[src/rtl/noc_ni_pkg.sv]
package noc_ni_pkg;
    typedef enum logic [1:0] {
        FK_HEAD = 2'b00,
        FK_BODY = 2'b01,
        FK_TAIL = 2'b10,
        FK_RSVD = 2'b11
    } flit_kind_t;

    typedef enum logic [1:0] {
        TX_IDLE,
        TX_HEAD,
        TX_BODY,
        TX_TAIL
    } tx_state_t;

    typedef enum logic {
        RX_WAIT,
        RX_OPEN
    } rx_state_t;
endpackage

[src/rtl/ni_route_table.sv]
module ni_route_table #(
    parameter int DEST_W  = 4,
    parameter int ROUTE_W = 16
) (
    input  logic               clk,
    input  logic               rst_n,
    input  logic               wr_en,
    input  logic [DEST_W-1:0]  wr_idx,
    input  logic [ROUTE_W-1:0] wr_route,
    input  logic [DEST_W-1:0]  rd_idx,
    output logic [ROUTE_W-1:0] rd_route
);
    localparam int ENTRIES = 1 << DEST_W;

    logic [ROUTE_W-1:0] tbl [ENTRIES];

    always_ff @(posedge clk) begin
        if (!rst_n) begin
            for (int i = 0; i < ENTRIES; i++) tbl[i] <= '0;
        end else if (wr_en) begin
            tbl[wr_idx] <= wr_route;
        end
    end

    assign rd_route = tbl[rd_idx];
endmodule

[src/rtl/ni_tx_packer.sv]
module ni_tx_packer
    import noc_ni_pkg::*;
#(
    parameter int ADDR_W  = 32,
    parameter int DATA_W  = 32,
    parameter int LEN_W   = 4,
    parameter int DEST_W  = 4,
    parameter int ROUTE_W = 16,
    parameter int VC_W    = 1,
    parameter logic [VC_W-1:0] TX_VC = 1,
    parameter int PAY_W   = 32,
    localparam int FLIT_W = 2 + VC_W + PAY_W
) (
    input  logic               clk,
    input  logic               rst_n,
    input  logic               req_valid,
    output logic               req_ready,
    input  logic               req_write,
    input  logic [DEST_W-1:0]  req_dest,
    input  logic [ADDR_W-1:0]  req_addr,
    input  logic [LEN_W-1:0]   req_len,
    input  logic [ROUTE_W-1:0] lut_route,
    input  logic               wd_valid,
    output logic               wd_ready,
    input  logic [DATA_W-1:0]  wd_data,
    output logic               tx_valid,
    input  logic               tx_ready,
    output logic [FLIT_W-1:0]  tx_flit
);
    localparam int BYTES  = DATA_W / 8;
    localparam int WR_BIT = PAY_W - ROUTE_W - DEST_W - 1;

    tx_state_t          st, st_nx;
    logic               wr_q;
    logic [DEST_W-1:0]  dest_q;
    logic [ROUTE_W-1:0] route_q;
    logic [ADDR_W-1:0]  addr_q;
    logic [LEN_W-1:0]   len_q;
    logic [LEN_W-1:0]   beat_q;
    logic               fire;
    logic [PAY_W-1:0]   pay;
    flit_kind_t         kind;

    assign fire = tx_valid && tx_ready;

    always_ff @(posedge clk) begin
        if (!rst_n) begin
            st      <= TX_IDLE;
            wr_q    <= 1'b0;
            dest_q  <= '0;
            route_q <= '0;
            addr_q  <= '0;
            len_q   <= '0;
            beat_q  <= '0;
        end else begin
            st <= st_nx;
            if (st == TX_IDLE && req_valid) begin
                wr_q    <= req_write;
                dest_q  <= req_dest;
                route_q <= lut_route;
                addr_q  <= req_addr;
                len_q   <= req_len;
                beat_q  <= '0;
            end
            if (st == TX_TAIL && fire && beat_q != len_q) begin
                beat_q <= beat_q + 1'b1;
                addr_q <= addr_q + ADDR_W'(BYTES);
            end
        end
    end

    always_comb begin
        st_nx = st;
        unique case (st)
            TX_IDLE: if (req_valid) st_nx = TX_HEAD;
            TX_HEAD: if (fire) st_nx = TX_BODY;
            TX_BODY: if (fire) st_nx = TX_TAIL;
            TX_TAIL: if (fire) st_nx = (beat_q == len_q) ? TX_IDLE : TX_HEAD;
        endcase
    end

    always_comb begin
        req_ready = 1'b0;
        tx_valid  = 1'b0;
        wd_ready  = 1'b0;
        kind      = FK_HEAD;
        pay       = '0;
        unique case (st)
            TX_IDLE: req_ready = 1'b1;
            TX_HEAD: begin
                tx_valid = 1'b1;
                pay[PAY_W-1 -: ROUTE_W]          = route_q;
                pay[PAY_W-ROUTE_W-1 -: DEST_W]   = dest_q;
                pay[WR_BIT]                      = wr_q;
                pay[LEN_W-1:0]                   = beat_q;
            end
            TX_BODY: begin
                tx_valid = 1'b1;
                kind     = FK_BODY;
                pay[ADDR_W-1:0] = addr_q;
            end
            TX_TAIL: begin
                kind     = FK_TAIL;
                tx_valid = !wr_q || wd_valid;
                wd_ready = wr_q && tx_ready;
                if (wr_q) pay[DATA_W-1:0] = wd_data;
            end
        endcase
        tx_flit = {kind, TX_VC, pay};
    end

    // a stalled flit is held unchanged
    p_stall_hold_r7: assert property (@(posedge clk) disable iff (!rst_n)
        (tx_valid && !tx_ready) |=> (tx_valid && $stable(tx_flit)));

    // a sent header is followed by a body flit
    p_head_then_body_r3: assert property (@(posedge clk) disable iff (!rst_n)
        (fire && tx_flit[FLIT_W-1 -: 2] == FK_HEAD) |=> (tx_flit[FLIT_W-1 -: 2] == FK_BODY));

    // write data is only taken while a tail is presented
    p_wd_in_tail_r8: assert property (@(posedge clk) disable iff (!rst_n)
        wd_ready |-> (tx_flit[FLIT_W-1 -: 2] == FK_TAIL));

    // no new request is accepted while flits are being sent
    p_quiet_accept_r6: assert property (@(posedge clk) disable iff (!rst_n)
        req_ready |-> !tx_valid);
endmodule

[src/rtl/ni_rx_unpacker.sv]
module ni_rx_unpacker
    import noc_ni_pkg::*;
#(
    parameter int ADDR_W = 32,
    parameter int DATA_W = 32,
    parameter int VC_W   = 1,
    parameter int PAY_W  = 32,
    localparam int FLIT_W = 2 + VC_W + PAY_W
) (
    input  logic              clk,
    input  logic              rst_n,
    input  logic              rx_valid,
    input  logic [FLIT_W-1:0] rx_flit,
    output logic              rsp_valid,
    output logic [ADDR_W-1:0] rsp_addr,
    output logic [DATA_W-1:0] rsp_data,
    output logic              rx_err
);
    rx_state_t         st, st_nx;
    flit_kind_t        kind;
    logic [PAY_W-1:0]  pay;
    logic [ADDR_W-1:0] addr_q;
    logic              rsp_set, err_set, cap_addr, clr_addr;

    assign kind = flit_kind_t'(rx_flit[FLIT_W-1 -: 2]);
    assign pay  = rx_flit[PAY_W-1:0];

    always_ff @(posedge clk) begin
        if (!rst_n) begin
            st        <= RX_WAIT;
            addr_q    <= '0;
            rsp_valid <= 1'b0;
            rsp_addr  <= '0;
            rsp_data  <= '0;
            rx_err    <= 1'b0;
        end else begin
            st        <= st_nx;
            rsp_valid <= rsp_set;
            if (err_set) rx_err <= 1'b1;
            if (clr_addr) addr_q <= '0;
            else if (cap_addr) addr_q <= pay[ADDR_W-1:0];
            if (rsp_set) begin
                rsp_addr <= addr_q;
                rsp_data <= pay[DATA_W-1:0];
            end
        end
    end

    always_comb begin
        st_nx    = st;
        rsp_set  = 1'b0;
        err_set  = 1'b0;
        cap_addr = 1'b0;
        clr_addr = 1'b0;
        if (rx_valid) begin
            unique case (kind)
                FK_HEAD: begin
                    st_nx    = RX_OPEN;
                    clr_addr = 1'b1;
                end
                FK_BODY: begin
                    if (st == RX_OPEN) cap_addr = 1'b1;
                    else               err_set  = 1'b1;
                end
                FK_TAIL: begin
                    if (st == RX_OPEN) begin
                        rsp_set = 1'b1;
                        st_nx   = RX_WAIT;
                    end else begin
                        err_set = 1'b1;
                    end
                end
                FK_RSVD: err_set = 1'b1;
            endcase
        end
    end

    // the error flag never clears outside reset
    p_err_sticky_r10: assert property (@(posedge clk) disable iff (!rst_n)
        rx_err |=> rx_err);

    // a response follows a received tail flit
    p_rsp_after_tail_r9: assert property (@(posedge clk) disable iff (!rst_n)
        rsp_valid |-> $past(rx_valid && rx_flit[FLIT_W-1 -: 2] == FK_TAIL));

    // an orphan body raises the error and gives no response
    p_orphan_body_r10: assert property (@(posedge clk) disable iff (!rst_n)
        (rx_valid && kind == FK_BODY && st == RX_WAIT) |=> (rx_err && !rsp_valid));
endmodule

[src/rtl/noc_src_ni.sv]
module noc_src_ni #(
    parameter int ADDR_W  = 32,
    parameter int DATA_W  = 32,
    parameter int LEN_W   = 4,
    parameter int DEST_W  = 4,
    parameter int ROUTE_W = 16,
    parameter int VC_W    = 1,
    parameter logic [VC_W-1:0] TX_VC = 1,
    localparam int PAY_W  = (ADDR_W > DATA_W) ? ADDR_W : DATA_W,
    localparam int FLIT_W = 2 + VC_W + PAY_W
) (
    input  logic               clk,
    input  logic               rst_n,
    input  logic               rt_we,
    input  logic [DEST_W-1:0]  rt_dest,
    input  logic [ROUTE_W-1:0] rt_route,
    input  logic               req_valid,
    output logic               req_ready,
    input  logic               req_write,
    input  logic [DEST_W-1:0]  req_dest,
    input  logic [ADDR_W-1:0]  req_addr,
    input  logic [LEN_W-1:0]   req_len,
    input  logic               wd_valid,
    output logic               wd_ready,
    input  logic [DATA_W-1:0]  wd_data,
    output logic               tx_valid,
    input  logic               tx_ready,
    output logic [FLIT_W-1:0]  tx_flit,
    input  logic               rx_valid,
    input  logic [FLIT_W-1:0]  rx_flit,
    output logic               rsp_valid,
    output logic [ADDR_W-1:0]  rsp_addr,
    output logic [DATA_W-1:0]  rsp_data,
    output logic               rx_err
);
    logic [ROUTE_W-1:0] lut_route;

    ni_route_table #(.DEST_W(DEST_W), .ROUTE_W(ROUTE_W)) u_rt (
        .clk(clk), .rst_n(rst_n),
        .wr_en(rt_we), .wr_idx(rt_dest), .wr_route(rt_route),
        .rd_idx(req_dest), .rd_route(lut_route)
    );

    ni_tx_packer #(
        .ADDR_W(ADDR_W), .DATA_W(DATA_W), .LEN_W(LEN_W), .DEST_W(DEST_W),
        .ROUTE_W(ROUTE_W), .VC_W(VC_W), .TX_VC(TX_VC), .PAY_W(PAY_W)
    ) u_tx (
        .clk(clk), .rst_n(rst_n),
        .req_valid(req_valid), .req_ready(req_ready), .req_write(req_write),
        .req_dest(req_dest), .req_addr(req_addr), .req_len(req_len),
        .lut_route(lut_route),
        .wd_valid(wd_valid), .wd_ready(wd_ready), .wd_data(wd_data),
        .tx_valid(tx_valid), .tx_ready(tx_ready), .tx_flit(tx_flit)
    );

    ni_rx_unpacker #(
        .ADDR_W(ADDR_W), .DATA_W(DATA_W), .VC_W(VC_W), .PAY_W(PAY_W)
    ) u_rx (
        .clk(clk), .rst_n(rst_n),
        .rx_valid(rx_valid), .rx_flit(rx_flit),
        .rsp_valid(rsp_valid), .rsp_addr(rsp_addr), .rsp_data(rsp_data),
        .rx_err(rx_err)
    );
endmodule

[config.mk]
export PLATFORM = sky130hd
export DESIGN_NAME = noc_src_ni
export DESIGN_NICKNAME = d
export VERILOG_FILES = /design/src/rtl/noc_ni_pkg.sv /design/src/rtl/ni_route_table.sv /design/src/rtl/ni_tx_packer.sv /design/src/rtl/ni_rx_unpacker.sv /design/src/rtl/noc_src_ni.sv
export SDC_FILE = /design/constraint.sdc
export NUM_CORES = 1
export LEC_CHECK = 0
export BUFFER_PORTS_ARGS = -buffer_cell sky130_fd_sc_hd__buf_2
export CORE_MARGIN = 5
export CORE_UTILIZATION = 54
export CTS_BUF_LIST = sky130_fd_sc_hd__clkbuf_2 sky130_fd_sc_hd__clkbuf_4 sky130_fd_sc_hd__clkbuf_8
export DETAILED_ROUTE_END_ITERATION = 10
export GPL_ROUTABILITY_DRIVEN = 0
export PLACE_DENSITY = 0.76
export RECOVER_POWER = 25
export SYNTH_ARGS = -nofsm -noshare
export SYNTH_HDL_FRONTEND = slang
export SYNTH_SLANG_ARGS = --single-unit
[constraint.sdc]
create_clock -name clk -period 2.9 [get_ports clk]
set_clock_uncertainty 0.2 [all_clocks]
set_input_delay 0.58 -clock clk [delete_from_list [all_inputs] [get_ports clk]]
set_output_delay 0.58 -clock clk [all_outputs]
set_load 0.02 [all_outputs]
==> metrics.md, run 1 <==
| Metric | Value |
|---|---|
| Outcome | `finished with violations` |
| Failing checks | `setup timing` |
| # rows | `68` |
| Area grow syn2layout | `18.5%` |
| Worst R2R Setup Slack | `between 0.1 and 0.15 ns` |
| Arrival @ worst endpoint | `2.22 ns` |
| Most frequent cells in the layout | `edfxtp_1, nand2_1, and2_1` |
| Synth warn | `0` |
| Area taken by multi-input logic gates | `7260 um2` |
| Number of flops mapped to enable cells by yosys | `256` |
| Unrepaired setup endpoints after global routing | `true` |
| DRC errors left | `0` |
| Worst min path class | `in -> reg` |
| Seq/Total Area, Yosys | `approximately three fifths` |
| Cells after synthesis | `1,639` |
| CP Capture Point | `tx_flit[25]` |
| Final setup fails | `8` |
| Req. time, crit path | `2.12 ns` |
| Initial antenna violation count | `7` |
| Final worst slack | `-0.100 ns` |
| PortBufs | `236` |
| Die area | `38,400 um2` |
| Worst r2r src | `u_tx.st[0]` |
| Synthesized area per cell | `11.4 um2` |
| Post-Syn Area | `18,700 um2` |
| Setup crit start | `u_tx.st[1]` |
| Mux contribution to synthesized area | `7.76%` |
| CTS H-Tree Depth | `3` |
| Vias in the first global route | `14,000` |
| GR Util All Layers | `26.1%` |
| Cell taking the most area after synthesis | `edfxtp_1` |
| Largest cells by area after synthesis | `edfxtp_1, dfxtp_1, and2_1, mux4_2, nand2_1` |
| Slew margin rel. | `7.98%` |
| Synth Area in XOR/XNOR | `0.442%` |
| Period minus WS final | `3.00 ns` |
| Dpl hpwl | `34.7 mm` |
| Adder-cell share of the synthesized area | `0.870%` |
| Vias per cell | `5.90` |
| Power per cell area | `roughly 660 nW/um2` |
| Placed inst area | `~20,000 um2` |
| Fill count | `roughly 2,600` |
| Net Sw Frac | `between 20% and 30%` |
| Max Slew Vio Count | `0` |
| CTS root buf | `clkbuf_8` |
| Ys async rst share | `0%` |
| Clock power share | `36.2%` |
| Max VDD drop | `0.000321 V` |
| Vias after detailed routing | `14,200` |
| R2R cell count | `8` |
| DRT Pass-1 Iters | `8` |
| Final Hold Fails | `0` |
| Syn_nets | `1,787` |
| Compound-Gate Fraction of Synth Area | `10.2%` |
| Antenna Violating Nets Remaining | `0` |
| FMAX | `0.333 GHz` |
| Die Wd | `196 um` |
| Yosys reg bits | `418` |
| CTS tree | `built` |
| MaxCap Viol Count | `0` |
| Share of the synthesized area in the top cell type | `around 41%` |
| Clock buffer depth | `3` |
| Period utilization | `103%` |
| Final #Nets | `a little over 2,000` |
| CP Class | `reg -> out` |
| Clk pin slew, worst setup/hold paths | `roughly 0.06 ns` |
| Initial Utilization | `a little over half` |
| Die H | `around 200 um` |
| Initial drt markers | `~1,300` |
| Setup TNS | `-0.455 ns` |
| Setup Slack @ Placement | `0.0329 ns` |
| Total gr overflow | `0` |
| CP Capture Type | `primary output` |
| Worst-path fanout max | `8` |
| Largest net degree at the start of global routing | `68` |
| Wirelength, routed | `51.6 mm` |
| Clock latency on the worst-skew pair | `roughly 0.62 ns` |
| First-pass GRT wire length | `78.7 mm` |
| Synth Flop Type | `edfxtp_1` |
| Yosys cell types | `67` |
| Reg power frac | `48.0%` |
| Largest family of logic cells by synthesized area | `simple AND/OR/NAND/NOR gates` |
| Core ar. | `34,400 um2` |
| Final Power | `approximately 15 mW` |
| Post-route design area | `around 22,000 um2` |
| Layout cell share with drive strength beyond 1 | `a little over a quarter` |
| Tightest Pin Transition | `1.38 ns` |
| Commonest non-fill, non-tap cell in the layout | `edfxtp_1` |
| Psw | `4.11 mW` |
| Num ports | `between 200 and 250` |
| Combinational share of power | `15.8%` |
| Synth Area in Simple Gates | `19.2%` |
| Int Pwr | `10.5 mW` |
| Average wire per standard cell | `21.4 um` |
| CP Launch Type | `register` |
| Leakage Power | `8.30 nW` |
| Worst reg2reg endpoint | `u_tx.addr_q[12]` |
| Clock sink count | `roughly 420` |
| TritonCTS buffer count | `70` |
| Register Area | `10,900 um2` |
[layout make-up]
cell class,instances,area share (%)
antenna,4,0.0452
clock buffer,93,5.21
clock inverter,32,1.15
inverter,12,0.203
multi-input combinational,1081,32.8
sequential,418,49.3
tap,455,2.57
timing repair buffer,318,8.70
[stage by stage]
stage	util, %	instances	hold WS [ns]
floorplan	-	1639	0.232
global placement	60.0	2274	0.236
detailed placement	60.0	2274	0.245
CTS	64.5	2406	0.00373
global route	64.4	2410	0.0195
finish	64.5	2413	0.0285
[cell families (layout without fill, tap and decap cells)]
family / Yosys count / count (layout)
compound gates: 294 / 294
xor+xnor: 6 / 6
fa+ha+maj: 13 / 13
buf+inv: 140 / 455
flops: 418 / 418
mux: 65 / 65
other cells: 1 / 5
simple gates: 702 / 702
[how the worst min path moves through the flow]
stage / start / endpoint / slack, ns / cells past startpoint
floorplan: u_rx.addr_q[0] / u_rx.rsp_addr[0] / 0.23 / 2
global placement: u_rx.addr_q[27] / u_rx.rsp_addr[27] / 0.24 / 2
detailed placement: u_rx.addr_q[6] / u_rx.rsp_addr[6] / 0.24 / 2
CTS: rx_flit[17] / u_rx.addr_q[17] / 0.004 / 3
global route: rx_flit[13] / u_rx.rsp_data[13] / 0.02 / 3
finish: rx_flit[17] / u_rx.addr_q[17] / 0.03 / 3
[flip-flops by register name (all words and copies together) (netlist names)]
register        cells
u_rx.addr_q        32
u_tx.beat_q         4
u_rx.rsp_data      32
u_tx.addr_q        32
u_rx.rsp_addr      32
u_rx.rsp_valid      1
u_rx.st             1
u_tx.len_q          4
u_rx.rx_err         1
u_rt.tbl          256
u_tx.wr_q           1
u_tx.dest_q         4
u_tx.route_q       16
u_tx.st             2
[critical path: stages (launching register included)]
cell and delay, ns:
dfxtp_2 0.32, buf_6 0.12, ha_4 0.15, and2_4 0.20
buf_12 0.16, a222oi_1 0.31, buf_4 0.20, nor2_2 0.04
buf_6 0.13
[cells in the mapped netlist (all sizes together) (13+ instances only)]
| cell type | number |
|---|---|
| a21oi | 158 |
| a222oi | 24 |
| a22oi | 34 |
| and2 | 263 |
| and3 | 16 |
| buf | 24 |
| clkbuf | 104 |
| dfxtp | 162 |
| edfxtp | 256 |
| ha | 13 |
| mux4 | 64 |
| nand2 | 257 |
| nand3 | 23 |
| nor2 | 69 |
| nor3 | 17 |
| o21ai | 19 |
[per-layer routing]
layer  vias up  global-route usage, %  share of wire (%)
met1      6911                   33.7                 38
met3       151                   6.29                9.8
li1       6471                      -                  -
met5         -                      0              0.091
met2       692                   42.7                 48
met4         6                   10.5                3.8
[power groups by stage]
| stage | sequential, mW | clock [mW] | combinational, mW |
|---|---|---|---|
| global route | 7.02 | 5.65 | 2.46 |
| detailed placement | 7.09 | 0 | 2.17 |
| finish | 7.00 | 5.28 | 2.30 |
| CTS | 6.97 | 5.35 | 2.23 |
| floorplan | 6.97 | 0 | 1.35 |
| global placement | 7.06 | 0 | 2.12 |
[what timing repair did]
| item | 4_1_cts | 5_1_grt |
|---|---|---|
| gates cloned | 2 | 0 |
| hold buffers | 0 | 0 |
| setup buffers | 5 | 3 |
| resized for setup | 17 | 11 |
| endpoints found under the setup margin | 32 | 30 |
| pin swaps | 19 | 21 |
No activity file was read; power rests on OpenSTA's default activity.
==> run 2, diff against run 1 <==
Settings changed: REMOVE_ABC_BUFFERS set to 1, SLEW_MARGIN set to 5.
==> run 2 against run 1 <==
Net effect:
- the run ends with capacitance limit, slew limit, setup timing left
- count of clock-buffer cells in the layout is 2 higher
- maximum frequency is 3.3% higher
- wire length is 2.3% lower
- final cell count hardly changed
==> metrics.md, run 2 (synthesized netlist as in run 1, its figures left out) <==
| Metric | Value |
|---|---|
| # rows | `68 (unchanged)` |
| Net Sw Frac | `27.8% (was 28.2%)` |
| CTS H-Tree Depth | `3 (unchanged)` |
| Leakage Power | `8.23 nW (was 8.30 nW)` |
| Worst min path class | `in -> reg (unchanged)` |
| Power per cell area | `647 nW/um2 (was 658 nW/um2)` |
| GR Util All Layers | `25.7% (was 26.1%)` |
| Req. time, crit path | `3.18 ns (was 2.12 ns)` |
| Average wire per standard cell | `20.9 um (was 21.4 um)` |
| Initial Utilization | `54.4% (unchanged)` |
| Initial antenna violation count | `1 (was 7)` |
| Tightest Pin Transition | `1.55 ns (was 1.38 ns)` |
| PortBufs | `236 (unchanged)` |
| Failing checks | `capacitance limit, slew limit, setup timing (was setup timing)` |
| CTS root buf | `clkbuf_8 (unchanged)` |
| Max VDD drop | `0.000371 V (was 0.000321 V)` |
| Core ar. | `34,400 um2 (unchanged)` |
| Largest net degree at the start of global routing | `69 (was 68)` |
| Most frequent cells in the layout | `edfxtp_1, nand2_1, buf_2 (was edfxtp_1, nand2_1, and2_1)` |
| FMAX | `0.344 GHz (was 0.333 GHz)` |
| Total gr overflow | `0 (unchanged)` |
| Num ports | `239 (unchanged)` |
| Dpl hpwl | `33.5 mm (was 34.7 mm)` |
| Initial drt markers | `1,589 (was 1,337)` |
| Arrival @ worst endpoint | `3.18 ns (was 2.22 ns)` |
| Die H | `196 um (unchanged)` |
| CP Class | `in -> reg (was reg -> out)` |
| Slew margin rel. | `-3.10% (was 7.98%)` |
| Vias after detailed routing | `14,100 (was 14,200)` |
| MaxCap Viol Count | `1 (was 0)` |
| Psw | `3.96 mW (was 4.11 mW)` |
| Final setup fails | `2 (was 8)` |
| Die Wd | `196 um (unchanged)` |
| Area grow syn2layout | `18.0% (was 18.5%)` |
| Final #Nets | `2,053 (was 2,049)` |
| Most flops, register | `u_rt.tbl (unchanged)` |
| Commonest non-fill, non-tap cell in the layout | `edfxtp_1 (unchanged)` |
| Final worst slack | `-0.00544 ns (was -0.100 ns)` |
| DRT Pass-1 Iters | `8 (unchanged)` |
| TritonCTS buffer count | `69 (was 70)` |
| Setup TNS | `-0.00860 ns (was -0.455 ns)` |
| Wirelength, routed | `50.4 mm (was 51.6 mm)` |
| Clock sink count | `418 (unchanged)` |
| Worst-path fanout max | `68 (was 8)` |
| Period utilization | `100% (was 103%)` |
| CTS tree | `built (unchanged)` |
| Outcome | `finished with violations (unchanged)` |
| Clock power share | `35.4% (was 36.2%)` |
| Vias in the first global route | `13,600 (was 14,000)` |
| Vias per cell | `5.87 (was 5.90)` |
| Max FFs per register | `256 (unchanged)` |
| DRC errors left | `0 (unchanged)` |
| CP Capture Type | `register (was primary output)` |
| Int Pwr | `10.3 mW (was 10.5 mW)` |
| Die area | `38,400 um2 (unchanged)` |
| Clk pin slew, worst setup/hold paths | `0.06 ns (about the same)` |
| Combinational share of power | `15.8% (about the same)` |
| Reg power frac | `48.8% (was 48.0%)` |
| Clock latency on the worst-skew pair | `0.59 ns (was 0.62 ns)` |
| Period minus WS final | `2.91 ns (was 3.00 ns)` |
| Unrepaired setup endpoints after global routing | `true (unchanged)` |
| Final Hold Fails | `0 (unchanged)` |
| CP Launch Type | `input pin (was register)` |
| Final Power | `14.3 mW (was 14.6 mW)` |
| First-pass GRT wire length | `77.5 mm (was 78.7 mm)` |
| Antenna Violating Nets Remaining | `0 (unchanged)` |
| Clock buffer depth | `3 (unchanged)` |
| Max Slew Vio Count | `33 (was 0)` |
| Layout cell share with drive strength beyond 1 | `25.8% (was 26.2%)` |
[run 2: power groups by stage]
stage          Sequential, mW  Combinational (mW)  Clock, mW
2_1_floorplan            6.98                1.21          0
3_3_place_gp             7.05                2.04          0
3_5_place_dp             7.07                2.10          0
4_1_cts                  6.96                2.19       5.14
5_1_grt                  7.00                2.42       5.45
6_report                 6.97                2.26       5.05
[run 2: area by class of cell]
class                   count  area [um2]
inverters                  12        46.3
clock inverters            26         175
flip-flops and latches    418       10900
multi-input cells        1082        7270
diodes                      2        5.00
well taps                 455         569
clock buffers              95        1160
fillers                  2660       12300
repair buffers            322        1910
[run 2: per-stage QoR]
step	setup slack [ns]	cells	utilization, %	cell area (um2)	hold slack [ns]
finish	-0.00544	2412	64.2	22100	0.0324
floorplan	-0.691	1511	-	18200	0.232
CTS	0.0115	2409	64.2	22100	0.000600
global placement	0.248	2279	60.0	20600	0.235
detailed placement	0.131	2279	60.0	20600	0.244
global route	-0.0835	2410	64.2	22100	0.00697
[run 2: timing repair]
item | in CTS | in global routing
resized for setup | 16 | 6
endpoints found under the hold margin | 1 | 0
hold buffers | 1 | 0
pin swaps | 19 | 12
endpoints found under the setup margin | 32 | 34
setup buffers | 8 | 1
gates cloned | 1 | 0
[run 2: worst paths after layout]
| check | slack (ns) | endpoint | startpoint | cells after the start |
|---|---|---|---|---|
| max | -0.005 | u_tx.addr_q[3] | rst_n | 5 |
| min | 0.03 | u_tx.addr_q[18] | req_addr[18] | 3 |
| max reg2reg | 0.10 | u_tx.addr_q[4] | u_tx.st[0] | 8 |
| min reg2reg | 0.24 | u_rx.rsp_addr[12] | u_rx.addr_q[12] | 2 |
[run 2: critical path: stages]
cell,delay (ns)
clkbuf_1,0.58
buf_4,0.31
clkinvlp_2,0.64
clkbuf_4,0.71
a311oi_1,0.33
[run 2: layer usage]
metal  global-route usage [%]  vias to the layer above  part of all wire [%]
met5                        0                        -                 0.022
met4                     7.73                        2                   2.7
met3                     5.91                       99                    11
met2                     40.9                      749                    47
met1                     35.7                     6832                    39
li1                         -                     6466                     -
==> run 3, diff against run 2 <==
Settings changed: CORE_MARGIN 5 to 1, PLACE_DENSITY 0.76 to unset, PLACE_DENSITY_LB_ADDON set to 0.1.
Clock period 2.9 ns to 2.58 ns, I/O delays scaled along.
==> run 3 against run 2 <==
Net effect:
- the flow finishes with violations (setup timing)
- combinational power is 32% higher
- final area rose by 4.9%
- sequential cell count unchanged
- core utilization up 4.3 points
- first-iteration DRC count fell by 16%
- highest routed layer is now met4
==> metrics.md, run 3 (synthesized netlist as in run 1, its figures left out) <==
| Metric | Value |
|---|---|
| PortBufs | `236 (unchanged)` |
| Levels on crit path | `7 (was 5)` |
| Period minus WS final | `between 2 and 3 ns` |
| Register Area | `10,900 um2 (about the same)` |
| Clock latency on the worst-skew pair | `0.63 ns (was 0.59 ns)` |
| Final #Nets | `2,151 (was 2,053)` |
| Worst R2R Setup Slack | `0 ns (was 0.10 ns)` |
| Vias in the first global route | `14,000 (was 13,600)` |
| CP top delay family | `buffers and inverters (unchanged)` |
| Dpl hpwl | `33.3 mm (was 33.5 mm)` |
| Hold Startpoint | `req_addr[17] (was req_addr[18])` |
| First-pass GRT wire length | `78.3 mm (was 77.5 mm)` |
| Commonest non-fill, non-tap cell in the layout | `edfxtp_1 (unchanged)` |
| Worst r2r src | `u_tx.st[0] (unchanged)` |
| Antenna Violating Nets Remaining | `0 (unchanged)` |
| Critical-path top delay cell | `dfxtp_4 (was clkbuf_4)` |
| Clock buffer depth | `3 (unchanged)` |
| DRT Pass-1 Iters | `7 (was 8)` |
| Placed inst area | `20,900 um2 (was 20,600 um2)` |
| Clock sink count | `418 (unchanged)` |
| Req. time, crit path | `1.86 ns (was 3.18 ns)` |
| Final worst slack | `-0.329 ns (was -0.00544 ns)` |
| Initial Utilization | `55.3% (was 54.4%)` |
| Area taken by multi-input logic gates | `7350 um2 (was 7270 um2)` |
| GR Util All Layers | `29.1% (was 25.7%)` |
| Initial drt markers | `1,342 (was 1,589)` |
| Die H | `188 um (was 196 um)` |
| Vias per cell | `5.76 (was 5.87)` |
| Layout cell share with drive strength beyond 1 | `26.8% (was 25.8%)` |
| CTS root buf | `clkbuf_8 (unchanged)` |
| CP Cell Sequence | `buf_6, ha_4, and2_4, buf_6, a222oi_1, nor2_1, buf_4 (was clkbuf_1, buf_4, clkinvlp_2, clkbuf_4, a311oi_1)` |
| Period utilization | `113%` |
| Fin util | `68.5% (was 64.2%)` |
| FMAX | `between 0.3 and 0.4 GHz` |
| Psw | `4.68 mW (was 3.96 mW)` |
| CP Buf/Inv Count | `3 (was 4)` |
| Core ar. | `33,800 um2 (was 34,400 um2)` |
| Antenna diodes | `0 (was 2)` |
| Wirelength, routed | `51.3 mm (was 50.4 mm)` |
| CP Capture Type | `primary output (was register)` |
| Worst min path class | `in -> reg (unchanged)` |
| Num ports | `239 (unchanged)` |
| Arrival @ worst endpoint | `2.19 ns (was 3.18 ns)` |
| Most flops, register | `u_rt.tbl (unchanged)` |
| CTS tree | `built (unchanged)` |
| Max stage delay on crit path | `0.36 ns (was 0.71 ns)` |
| Worst reg2reg endpoint | `u_tx.addr_q[4] (unchanged)` |
| TritonCTS buffer count | `70 (was 69)` |
| Power per cell area | `718 nW/um2 (was 647 nW/um2)` |
| Combinational share of power | `18.0% (was 15.8%)` |
| Slew margin rel. | `6.93% (was -3.10%)` |
| # rows | `67 (was 68)` |
| Layout Cells excl Fill | `2,501 (was 2,412)` |
| Initial antenna violation count | `0 (was 1)` |
| Setup Slack @ Placement | `-0.205 ns (was 0.131 ns)` |
| Area grow syn2layout | `23.8% (was 18.0%)` |
| Clock power share | `34.9% (was 35.4%)` |
| Reg power frac | `47.1% (was 48.8%)` |
| Worst-path fanout max | `8 (was 68)` |
| Die area | `35,400 um2 (was 38,400 um2)` |
| Final setup fails | `33 (was 2)` |
| CP Launch Type | `register (was input pin)` |
| CTS H-Tree Depth | `3 (unchanged)` |
| Max Slew Vio Count | `0 (was 33)` |
| DRC errors left | `0 (unchanged)` |
| Cell repeated most along the worst path | `buf_6` |
| Total gr overflow | `0 (unchanged)` |
| Max FFs per register | `256 (unchanged)` |
| Net Sw Frac | `28.1% (was 27.8%)` |
| Failing checks | `setup timing (was capacitance limit, slew limit, setup timing)` |
| Fill count | `2,494 (was 2,660)` |
| Average wire per standard cell | `20.5 um (was 20.9 um)` |
| Worst Hold End | `u_tx.addr_q[17] (was u_tx.addr_q[18])` |
| Die Wd | `188 um (was 196 um)` |
| Post-Place Cells | `2,299 (was 2,279)` |
| Outcome | `finished with violations (unchanged)` |
| Hold depth | `3 (unchanged)` |
| Largest net degree at the start of global routing | `67 (was 69)` |
| CP Class | `reg -> out (was in -> reg)` |
| Leakage Power | `8.67 nW (was 8.23 nW)` |
| Int Pwr | `12.0 mW (was 10.3 mW)` |
| Max VDD drop | `0.000560 V (was 0.000371 V)` |
| MaxCap Viol Count | `0 (was 1)` |
| Post-route design area | `23,200 um2 (was 22,100 um2)` |
| Vias after detailed routing | `14,400 (was 14,100)` |
| Clk pin slew, worst setup/hold paths | `0.06 ns (about the same)` |
| Unrepaired setup endpoints after global routing | `true (unchanged)` |
| Most frequent cells in the layout | `edfxtp_1, nand2_1, buf_2 (unchanged)` |
| R2R cell count | `11 (was 8)` |
| Final Hold Fails | `0 (unchanged)` |
| Tightest Pin Transition | `1.40 ns (was 1.55 ns)` |
run 3: worst max-delay path by stage:
stage	startpoint	endpoint	slack [ns]
3_5_place_dp	u_tx.st[1]	u_tx.addr_q[13]	-0.21
4_1_cts	u_tx.st[0]	tx_flit[23]	-0.32
5_1_grt	u_tx.st[0]	tx_flit[23]	-0.41
3_3_place_gp	u_tx.st[0]	u_tx.addr_q[13]	-0.1
2_1_floorplan	rst_n	u_tx.addr_q[14]	-0.95
6_report	u_tx.st[0]	tx_flit[23]	-0.33
run 3: per-stage QoR:
stage	hold slack, ns	TNS, ns	power [mW]
2_1_floorplan	0.232	-63.18	9.21
3_3_place_gp	0.236	-0.378	10.4
3_5_place_dp	0.243	-1.43	10.4
4_1_cts	0.00452	-7.48	16.5
5_1_grt	0.0182	-8.91	17.2
6_report	0.0349	-6.69	16.6
run 3: final cells by class:
cell class,instances,area share [%]
Tap cell,448,2.42
Multi-Input combinational cell,1082,31.8
Inverter,12,0.205
Clock inverter,24,0.713
Clock buffer,98,5.20
Timing Repair Buffer,419,12.5
Sequential cell,418,47.2
run 3: power groups by stage:
stage                     Combinational (mW)  Sequential, mW  Clock [mW]
after floorplan                         1.36            7.84           0
after global placement                  2.44            7.92           0
after detailed placement                2.48            7.95           0
after CTS                               2.76            7.82        5.91
after global routing                    3.18            7.87        6.16
final                                   2.99            7.84        5.80
run 3: worst min-delay path, cell delays in order:
cell and delay, ns:
buf_2 0.09, nand2_1 0.05, o221ai_1 0.15
run 3: layer usage:
metal,wire (um),track usage (%),part of all wire (%)
met1,20900,38.8,41
met5,0,0,0
met2,24500,47.3,48
met4,1740,12.0,3.4
met3,4200,4.83,8.2
run 3: repair_timing:
item / in CTS / in global routing
pin swaps: 34 / 35
gates cloned: 1 / 2
setup buffers: 9 / 8
endpoints found under the setup margin: 50 / 61
resized for setup: 32 / 20
hold endpoints to repair: 93 / 0
hold buffers: 61 / 0
